File: src/rtl/lpl_pkg.sv
package lpl_pkg;

   // Operating mode of the chain, taken from the mode input pin.
   typedef enum logic {
      MODE_LOAD = 1'b0,
      MODE_FIRE = 1'b1
   } launch_mode_e;

   // Structural choice for the tap multiplexer.
   typedef enum logic {
      TAP_ONEHOT  = 1'b0,
      TAP_INDEXED = 1'b1
   } tap_style_e;

endpackage

File: src/rtl/lpl_depth_decode.sv
module lpl_depth_decode #(
   parameter int unsigned CHAIN_LEN = 16,
   parameter int unsigned MIN_DEPTH = 2,
   localparam int unsigned DEPTH_W  = $clog2(CHAIN_LEN + 1),
   localparam int unsigned IDX_W    = $clog2(CHAIN_LEN)
) (
   input  logic [DEPTH_W-1:0]   depth_i,
   output logic [CHAIN_LEN-1:0] active_o,
   output logic [IDX_W-1:0]     last_idx_o
);

   logic [DEPTH_W-1:0] eff_depth;

   // Clamp the requested depth into the legal window.
   always_comb begin
      if (depth_i < DEPTH_W'(MIN_DEPTH)) begin
         eff_depth = DEPTH_W'(MIN_DEPTH);
      end else if (depth_i > DEPTH_W'(CHAIN_LEN)) begin
         eff_depth = DEPTH_W'(CHAIN_LEN);
      end else begin
         eff_depth = depth_i;
      end
   end

   logic [DEPTH_W-1:0] last_full;
   assign last_full  = eff_depth - 1'b1;
   assign last_idx_o = last_full[IDX_W-1:0];

   // Thermometer mask of the cells that take part in the ring.
   for (genvar c = 0; c < CHAIN_LEN; c++) begin : g_mask
      assign active_o[c] = (eff_depth > DEPTH_W'(c));
   end

endmodule

File: src/rtl/lpl_cell.sv
module lpl_cell (
   input  logic clk_i,
   input  logic rst_i,
   input  logic en_i,
   input  logic loop_sel_i,
   input  logic shift_d_i,
   input  logic loop_d_i,
   output logic q_o
);

   logic next_d;

   // Two-way input mux: serial shift leg or recirculation leg.
   assign next_d = loop_sel_i ? loop_d_i : shift_d_i;

   always_ff @(posedge clk_i) begin
      if (rst_i) begin
         q_o <= 1'b0;
      end else if (en_i) begin
         q_o <= next_d;
      end
   end

endmodule

File: src/rtl/lpl_tap_select.sv
module lpl_tap_select #(
   parameter int unsigned        CHAIN_LEN = 16,
   parameter lpl_pkg::tap_style_e TAP_STYLE = lpl_pkg::TAP_ONEHOT,
   localparam int unsigned       IDX_W     = $clog2(CHAIN_LEN)
) (
   input  logic [CHAIN_LEN-1:0] cells_i,
   input  logic [IDX_W-1:0]     last_idx_i,
   output logic                 tap_o
);

   if (TAP_STYLE == lpl_pkg::TAP_ONEHOT) begin : g_onehot
      // Flat AND-OR tree: shallow, with one decode term per cell.
      logic [CHAIN_LEN-1:0] hit;
      for (genvar c = 0; c < CHAIN_LEN; c++) begin : g_hit
         assign hit[c] = cells_i[c] & (last_idx_i == IDX_W'(c));
      end
      assign tap_o = |hit;
   end else begin : g_indexed
      // Binary-indexed mux tree.
      assign tap_o = cells_i[last_idx_i];
   end

endmodule

File: src/rtl/pattern_launcher.sv
module pattern_launcher #(
   parameter int unsigned         CHAIN_LEN = 16,
   parameter int unsigned         LANES     = 2,
   parameter int unsigned         MIN_DEPTH = 2,
   parameter lpl_pkg::tap_style_e TAP_STYLE = lpl_pkg::TAP_ONEHOT,
   localparam int unsigned        DEPTH_W   = $clog2(CHAIN_LEN + 1),
   localparam int unsigned        IDX_W     = $clog2(CHAIN_LEN)
) (
   input  logic               clk_i,
   input  logic               rst_i,
   input  logic               sdi_i,
   input  logic               fire_i,
   input  logic [DEPTH_W-1:0] depth_i,
   output logic [LANES-1:0]   lane_o,
   output logic               tap_o
);

   // Elaboration-time parameter checks.
   if (MIN_DEPTH < 2) begin : g_bad_min
      $error("pattern_launcher: MIN_DEPTH must be at least 2");
   end
   if (CHAIN_LEN < MIN_DEPTH) begin : g_bad_len
      $error("pattern_launcher: CHAIN_LEN must not be below MIN_DEPTH");
   end
   if (LANES < 1 || LANES > MIN_DEPTH) begin : g_bad_lanes
      $error("pattern_launcher: LANES must lie in 1..MIN_DEPTH");
   end

   lpl_pkg::launch_mode_e mode_w;
   assign mode_w = lpl_pkg::launch_mode_e'(fire_i);

   logic [CHAIN_LEN-1:0] chain_w;
   logic [CHAIN_LEN-1:0] active_w;
   logic [IDX_W-1:0]     last_idx_w;
   logic                 looping;

   assign looping = (mode_w == lpl_pkg::MODE_FIRE);

   lpl_depth_decode #(
      .CHAIN_LEN (CHAIN_LEN),
      .MIN_DEPTH (MIN_DEPTH)
   ) u_depth (
      .depth_i    (depth_i),
      .active_o   (active_w),
      .last_idx_o (last_idx_w)
   );

   lpl_tap_select #(
      .CHAIN_LEN (CHAIN_LEN),
      .TAP_STYLE (TAP_STYLE)
   ) u_tap (
      .cells_i    (chain_w),
      .last_idx_i (last_idx_w),
      .tap_o      (tap_o)
   );

   for (genvar c = 0; c < CHAIN_LEN; c++) begin : g_cell
      logic shift_src;
      logic loop_src;
      if (c == 0) begin : g_head
         assign shift_src = sdi_i;
         assign loop_src  = tap_o;
      end else begin : g_body
         assign shift_src = chain_w[c-1];
         assign loop_src  = chain_w[c-1];
      end

      lpl_cell u_cell (
         .clk_i      (clk_i),
         .rst_i      (rst_i),
         .en_i       (!looping || active_w[c]),
         .loop_sel_i (looping),
         .shift_d_i  (shift_src),
         .loop_d_i   (loop_src),
         .q_o        (chain_w[c])
      );

      // Cells past the ring must keep their value while firing.
      if (c >= MIN_DEPTH) begin : g_hold_chk
         assert_hold_outside_R4: assert property (@(posedge clk_i) disable iff (rst_i)
            (fire_i && !active_w[c]) |=> $stable(chain_w[c]));
      end
   end

   assign lane_o = chain_w[LANES-1:0];

   // Load mode: the head cell captures the serial input.
   assert_load_head_R2: assert property (@(posedge clk_i) disable iff (rst_i)
      !fire_i |=> (chain_w[0] == $past(sdi_i)));

   // Fire mode: the head cell takes the tapped last active cell (R8: mode sampled at the edge).
   assert_loop_feedback_R3: assert property (@(posedge clk_i) disable iff (rst_i)
      fire_i |=> (chain_w[0] == $past(tap_o)));

   // Depth clamp: the ring never falls below the minimum size.
   assert_depth_floor_R5: assert property (@(posedge clk_i) disable iff (rst_i)
      $countones(active_w) >= MIN_DEPTH);

   // Depth clamp: an oversized request enables the whole chain.
   assert_depth_ceiling_R5: assert property (@(posedge clk_i) disable iff (rst_i)
      (depth_i >= DEPTH_W'(CHAIN_LEN)) |-> (&active_w));

   // Second lane trails the first by one cycle.
   if (LANES > 1) begin : g_lane_chk
      assert_lane_phase_R6: assert property (@(posedge clk_i) disable iff (rst_i)
         !rst_i |=> (lane_o[1] == $past(lane_o[0])));
   end

endmodule

File: config.mk
export PLATFORM = sky130hd
export DESIGN_NAME = pattern_launcher
export DESIGN_NICKNAME = d
export VERILOG_FILES = /design/src/rtl/lpl_pkg.sv /design/src/rtl/lpl_depth_decode.sv /design/src/rtl/lpl_cell.sv /design/src/rtl/lpl_tap_select.sv /design/src/rtl/pattern_launcher.sv
export SDC_FILE = /design/constraint.sdc
export NUM_CORES = 1
export LEC_CHECK = 0
export BUFFER_PORTS_ARGS = -buffer_cell sky130_fd_sc_hd__buf_2
export CAP_MARGIN = 20
export CORE_MARGIN = 5
export CORE_UTILIZATION = 50
export CTS_CLUSTER_SIZE = 40
export DETAILED_ROUTE_END_ITERATION = 8
export GPL_TIMING_DRIVEN = 0
export HOLD_SLACK_MARGIN = 0.03
export PLACE_DENSITY = 0.73
export SLEW_MARGIN = 20
export SYNTH_ARGS = -nofsm -noshare
export SYNTH_HDL_FRONTEND = slang
export SYNTH_SLANG_ARGS = --single-unit
File: constraint.sdc
create_clock -name clk_i -period 2.33 [get_ports clk_i]
set_input_delay 0.699 -clock clk_i [delete_from_list [all_inputs] [get_ports clk_i]]
set_output_delay 0.699 -clock clk_i [all_outputs]
set_load 0.1 [all_outputs]
## After elaboration in Yosys (flattened, before gate mapping)

Cells that the tools add are included.
Widths: inputs -> output; s select.

- Multiply operators: 0
- Add/subtract/negate cells: 1
- Reduce and logical (&&, ||, !) cells: 19
- Bitwise operators: 16
- Order comparisons: 18
- Eq/ne operators: 15
- Shift-type cells: 0
- Div/mod/pow operators: 0
- Muxes and demuxes: 3

Operators by type and width:

| cell | number |
|---|---|
| $gt 5x4->1 const B | 8 |
| $eq 4x4->1 const B | 8 |
| $gt 5x3->1 const B | 4 |
| $and 1x1->1 | 16 |
| $eq 4x3->1 const B | 4 |
| $logic_or 1x1->1 | 16 |
| $reduce_or 16->1 | 1 |
| $gt 5x1->1 const B | 2 |
| $gt 5x2->1 const B | 2 |
| $mux 5 | 2 |
| $eq 4x2->1 const B | 2 |
| $gt 5x5->1 const B | 1 |
| $lt 5x2->1 const B | 1 |
| $eq 4x1->1 const B | 1 |
| $logic_not 4->1 | 1 |
| $sub 4x1->4 const B | 1 |
| $logic_not 1->1 | 1 |
| $mux 1 | 1 |

- Flip-flop bits (word level): 16
- Bits in read-only memories: 0
- Bits of input ports: 9
- Output and inout port bits: 3
- Memory bits (writable): 0
- Memories: 0
- Bits in latches: 0

## Logic depth before layout (Yosys ltp)

- Depth after elaboration: 8
- Depth in mapped cells: 7

## Cells and area by module

Synthesis repeated with hierarchy kept, for this count alone.

- Cell total of the unflattened synthesis: 137
- Area, all modules: 1340.0 µm²

Modules (own cells, without submodules):

| module | times used | cells each | area an instance (µm²) | seq. area each (µm²) |
|---|---|---|---|---|
| lpl_cell | 16 | 4 | 46.3 | 20.0 |
| lpl_depth_decode | 1 | 47 | 337.8 | 0.0 |
| lpl_tap_select | 1 | 7 | 135.1 | 0.0 |
| pattern_launcher | 1 | 19 | 126.4 | 0.0 |

## Least setup slack after synthesis

No wires, ideal clock.

- Kind: in2out
- Start point: input port depth_i[2]
- End point: output port tap_o
- Setup slack: -0.598 ns
- Data arrival time: 2.229 ns
- Data required time: 1.631 ns
- Stages on the path: 6
- Path through: buf_4 o21bai_4 mux2i_1 a221oi_2 a2111oi_4 nand2_1

- Word-level cells in the longest chain between the ends: 7
- Elaborated cells on any way between the ends: 38

Ends and longest elaborated chain:

| item | RTL line | source |
|---|---|---|
| from (decl) | pattern_launcher.sv:13 | `input logic [DEPTH_W-1:0] depth_i,` |
| $gt 5x5->1 | lpl_depth_decode.sv:18 | `end else if (depth_i > DEPTH_W'(CHAIN_LEN)) begin` |
| $mux 5 | lpl_depth_decode.sv:18 |  |
| $mux 5 (*) | lpl_depth_decode.sv:16 | `if (depth_i < DEPTH_W'(MIN_DEPTH)) begin` |
| $sub 4x1->4 (*) | lpl_depth_decode.sv:26 | `assign last_full = eff_depth - 1'b1;` |
| $eq 4x1->1 (tied with other cells) | lpl_tap_select.sv:15 | `assign hit[c] = cells_i[c] & (last_idx_i == IDX_W'(c));` |
| $and 1x1->1 | lpl_tap_select.sv:15 |  |
| $reduce_or 16->1 (*) | lpl_tap_select.sv:17 | `assign tap_o = \|hit;` |
| to (decl) | pattern_launcher.sv:15 | `output logic tap_o` |

Every way passes the cells marked *; elsewhere a longest branch is shown, timed or not.

## Worst setup path in the final report

Ends and elaborated chain as after synthesis.

==> impl_metrics.ini <==
[critical_path]
path_cells = buf_6 > buf_6 > mux2i_1 > nor4_1 > a2111oi_4 > nand2_4 > buf_12
worstPathRequired_ns = 1.63
critical-path-max-stage-delay_ns = 0.42
startpoint_type = primary input
path_max_fanout = 10
cp-end-kind = output port
crit_path_frequent_cell = buf_6
critPathSlowestCell = a2111oi_4
path_class = primary input to output port
arrival_ns = 1.94

[pwr]
intPower_w = 0.000404
power.switching_w = 0.000145
combPwrFrac_pct = 16.5
sw_frac_of_total_pct = 26.4
p_seq_share_pct = 50.6
clockPowerShare_pct = 33.0
finalPower_w = 0.000549
powerDensity_mw_per_mm2 = 501
peakVddDrop_uv = 313
cellLeakagePower_nw = 0.455

[cts]
cts_tree = built
htreeDepth = 1
clkSlewWorstSetupHoldPaths_ns = 0.09
cts_root_buf = clkbuf_4
cts_buffers = 3
cts_setup_buffers = 0
clock-sinks = 16
clock_path_buffers = 2
clock_latency_ns = 0.28

[timing]
min_period_ns = 2.64
rsz0062_at_grt = yes
slew_headroom_pct = 65.0
fmax_ghz = 0.379
worst-slew-pin-transition_ns = 0.520
slew_viol_final = 0
fin_crit_sh_pct = 113
hold_viol_final = 0
setup-violations-final = 1
hold_ws_ns = 0.480
tns_ns = -0.309
clock_skew_ns = 0.00369
worst_slack_ns = -0.309

[placed_design]
post-dp-hpwl_um = 1440
dp_slack_ns = -0.564
numPortBuffers = 9
gp_congestion = 0.892

[layout]
fill_cells = 161
largest_reg_flops = 16
diodes = 0
top_register = g_cell.u_cell.q_o
post_route_cells_drive_above_1_share_pct = 23.6
mostFrequentLayoutCells = 16 x dfxtp_1, 15 x mux2i_1, 15 x nand2_1
syn_to_final_growth_pct = 17.1
top_regs = g_cell.u_cell.q_o x16
utilization_pct = 62.8
num-nets-final = 133
final_common_cell = dfxtp_1

[die]
initial_utilization_pct = 53.6
dieArea_mm2 = 0.00284
design.portCount = 12
fp.dieH_um = 53.3
die_x_um = 53.3
fp.coreArea_mm2 = 0.00175
rows = 15

[synthesis]
synth_simple_gate_area_share_pct = 22.5
synth_adder_area_share_pct = 1.20
synth_xor_area_share_pct = 0
synth_compound_area_share_pct = 17.1
async_flop_share_pct = 0
yosysWarnings = 0
ys_types = 27
synth_top_family_by_area = simple AND/OR/NAND/NOR gates
ys_seq_area_share_pct = 34.2
ys_ff_latch = 16
synth.area.mux_share_pct = 17.1
synth_flop_cell = dfxtp_1
synth_fp_nets = 119
synthCells = 110
synth_area_per_cell_um2 = 8.51
synth_edf_count = 0
netlist_area_um2 = 936

[detailed_routing]
num_vias = 842
routedWlPerCell_um = 13.8
via_per_inst = 5.69
drtPass1Iterations = 7
route.detailed.drc = 0
wl_um = 2050
drt-initial-drc-count = 38
antenna_left = 0

[global_route]
first_global_vias = 823
gr-total-overflow = 0
antenna_found_initial = 0
grt_usage_pct = 17.6
grt_max_degree = 11
grt_pass1_wl_um = 3660

[hold_path]
min_path_type = flop to flop

[status]
violations = negative setup slack
outcome = complete, but fails checks

[flow_run]
drv_cap = 0
==> logic make-up (layout without fill, tap and decap cells) <==
| family | count (synthesis) | in the layout |
|---|---|---|
| simple gates | 46 | 46 |
| compound gates | 20 | 20 |
| mux | 16 | 16 |
| flops | 16 | 16 |
| buf+inv | 11 | 24 |
| fa+ha+maj | 1 | 1 |
==> power groups by stage <==
stage / clock [W] / combinational (W) / sequential (W)
finish: 0.000181 / 0.0000905 / 0.000278
global placement: 0 / 0.0000857 / 0.000284
global route: 0.000202 / 0.0000990 / 0.000278
detailed placement: 0 / 0.0000860 / 0.000284
CTS: 0.000188 / 0.0000886 / 0.000278
floorplan: 0 / 0.0000649 / 0.000283
==> per-layer routing <==
layer,up-vias,wire length [um],GRT usage (%)
met5,-,0,0
met2,26,987,28.2
met4,0,14,6.81
li1,414,-,-
met1,400,923,22.7
met3,2,123,3.94
==> worst max-delay path, delay by kind of cell <==
family / cells / cell delay (ns)
AO/OA/AOI/OAI: 1 / 0.42
AND/OR/NAND/NOR: 2 / 0.18
buffers and inverters: 3 / 0.44
multiplexers: 1 / 0.19
==> layout make-up <==
cell class                 count  area, um^2  area share, %
buffer                         9        70.1           6.39
clock buffer                   4        36.3           3.31
inverter                       2        7.51          0.685
multi-input combinational     83         564           51.5
sequential                    16         320           29.2
tap                           25        31.3           2.85
timing repair buffer           9        66.3           6.05
==> stage by stage <==
stage	cells	cell area [um^2]
floorplan	110	947
global placement	144	1020
detailed placement	144	1020
CTS	148	1090
global route	148	1100
finish	148	1100
==> repair_timing <==
item	4_1_cts	5_1_grt
gates cloned	0	0
endpoints found under the setup margin	1	1
hold buffers	0	0
pin swaps	2	1
gates resized for setup	7	2
==> cell usage after synthesis (2+ instances only) <==
library cell   n  area (um^2)
a21oi_1        4         20.0
dfxtp_1       16          320
nand3_1        2         10.0
nor4_1         3         18.8
nand4_1        2         12.5
nand2_1       16         60.1
nand3b_1       2         15.0
o21ai_0        7         35.0
nor2_1        14         52.6
buf_6          2         22.5
buf_2          2         10.0
nor3_1         2         10.0
buf_4          4         30.0
a31oi_1        3         18.8
nor2b_1        3         18.8
mux2i_1       16          160
inv_1          2         7.51
==> worst paths after layout <==
kind                          from                    to  slack [ns]  cells past startpoint
max                     depth_i[2]                 tap_o       -0.31                      7
min reg2reg   g_cell[0].u_cell.q_o  g_cell[1].u_cell.q_o        0.48                      1
max reg2reg  g_cell[11].u_cell.q_o  g_cell[0].u_cell.q_o        1.02                      5
min           g_cell[0].u_cell.q_o  g_cell[1].u_cell.q_o        0.48                      1
Power figures use the tool's default switching activity.
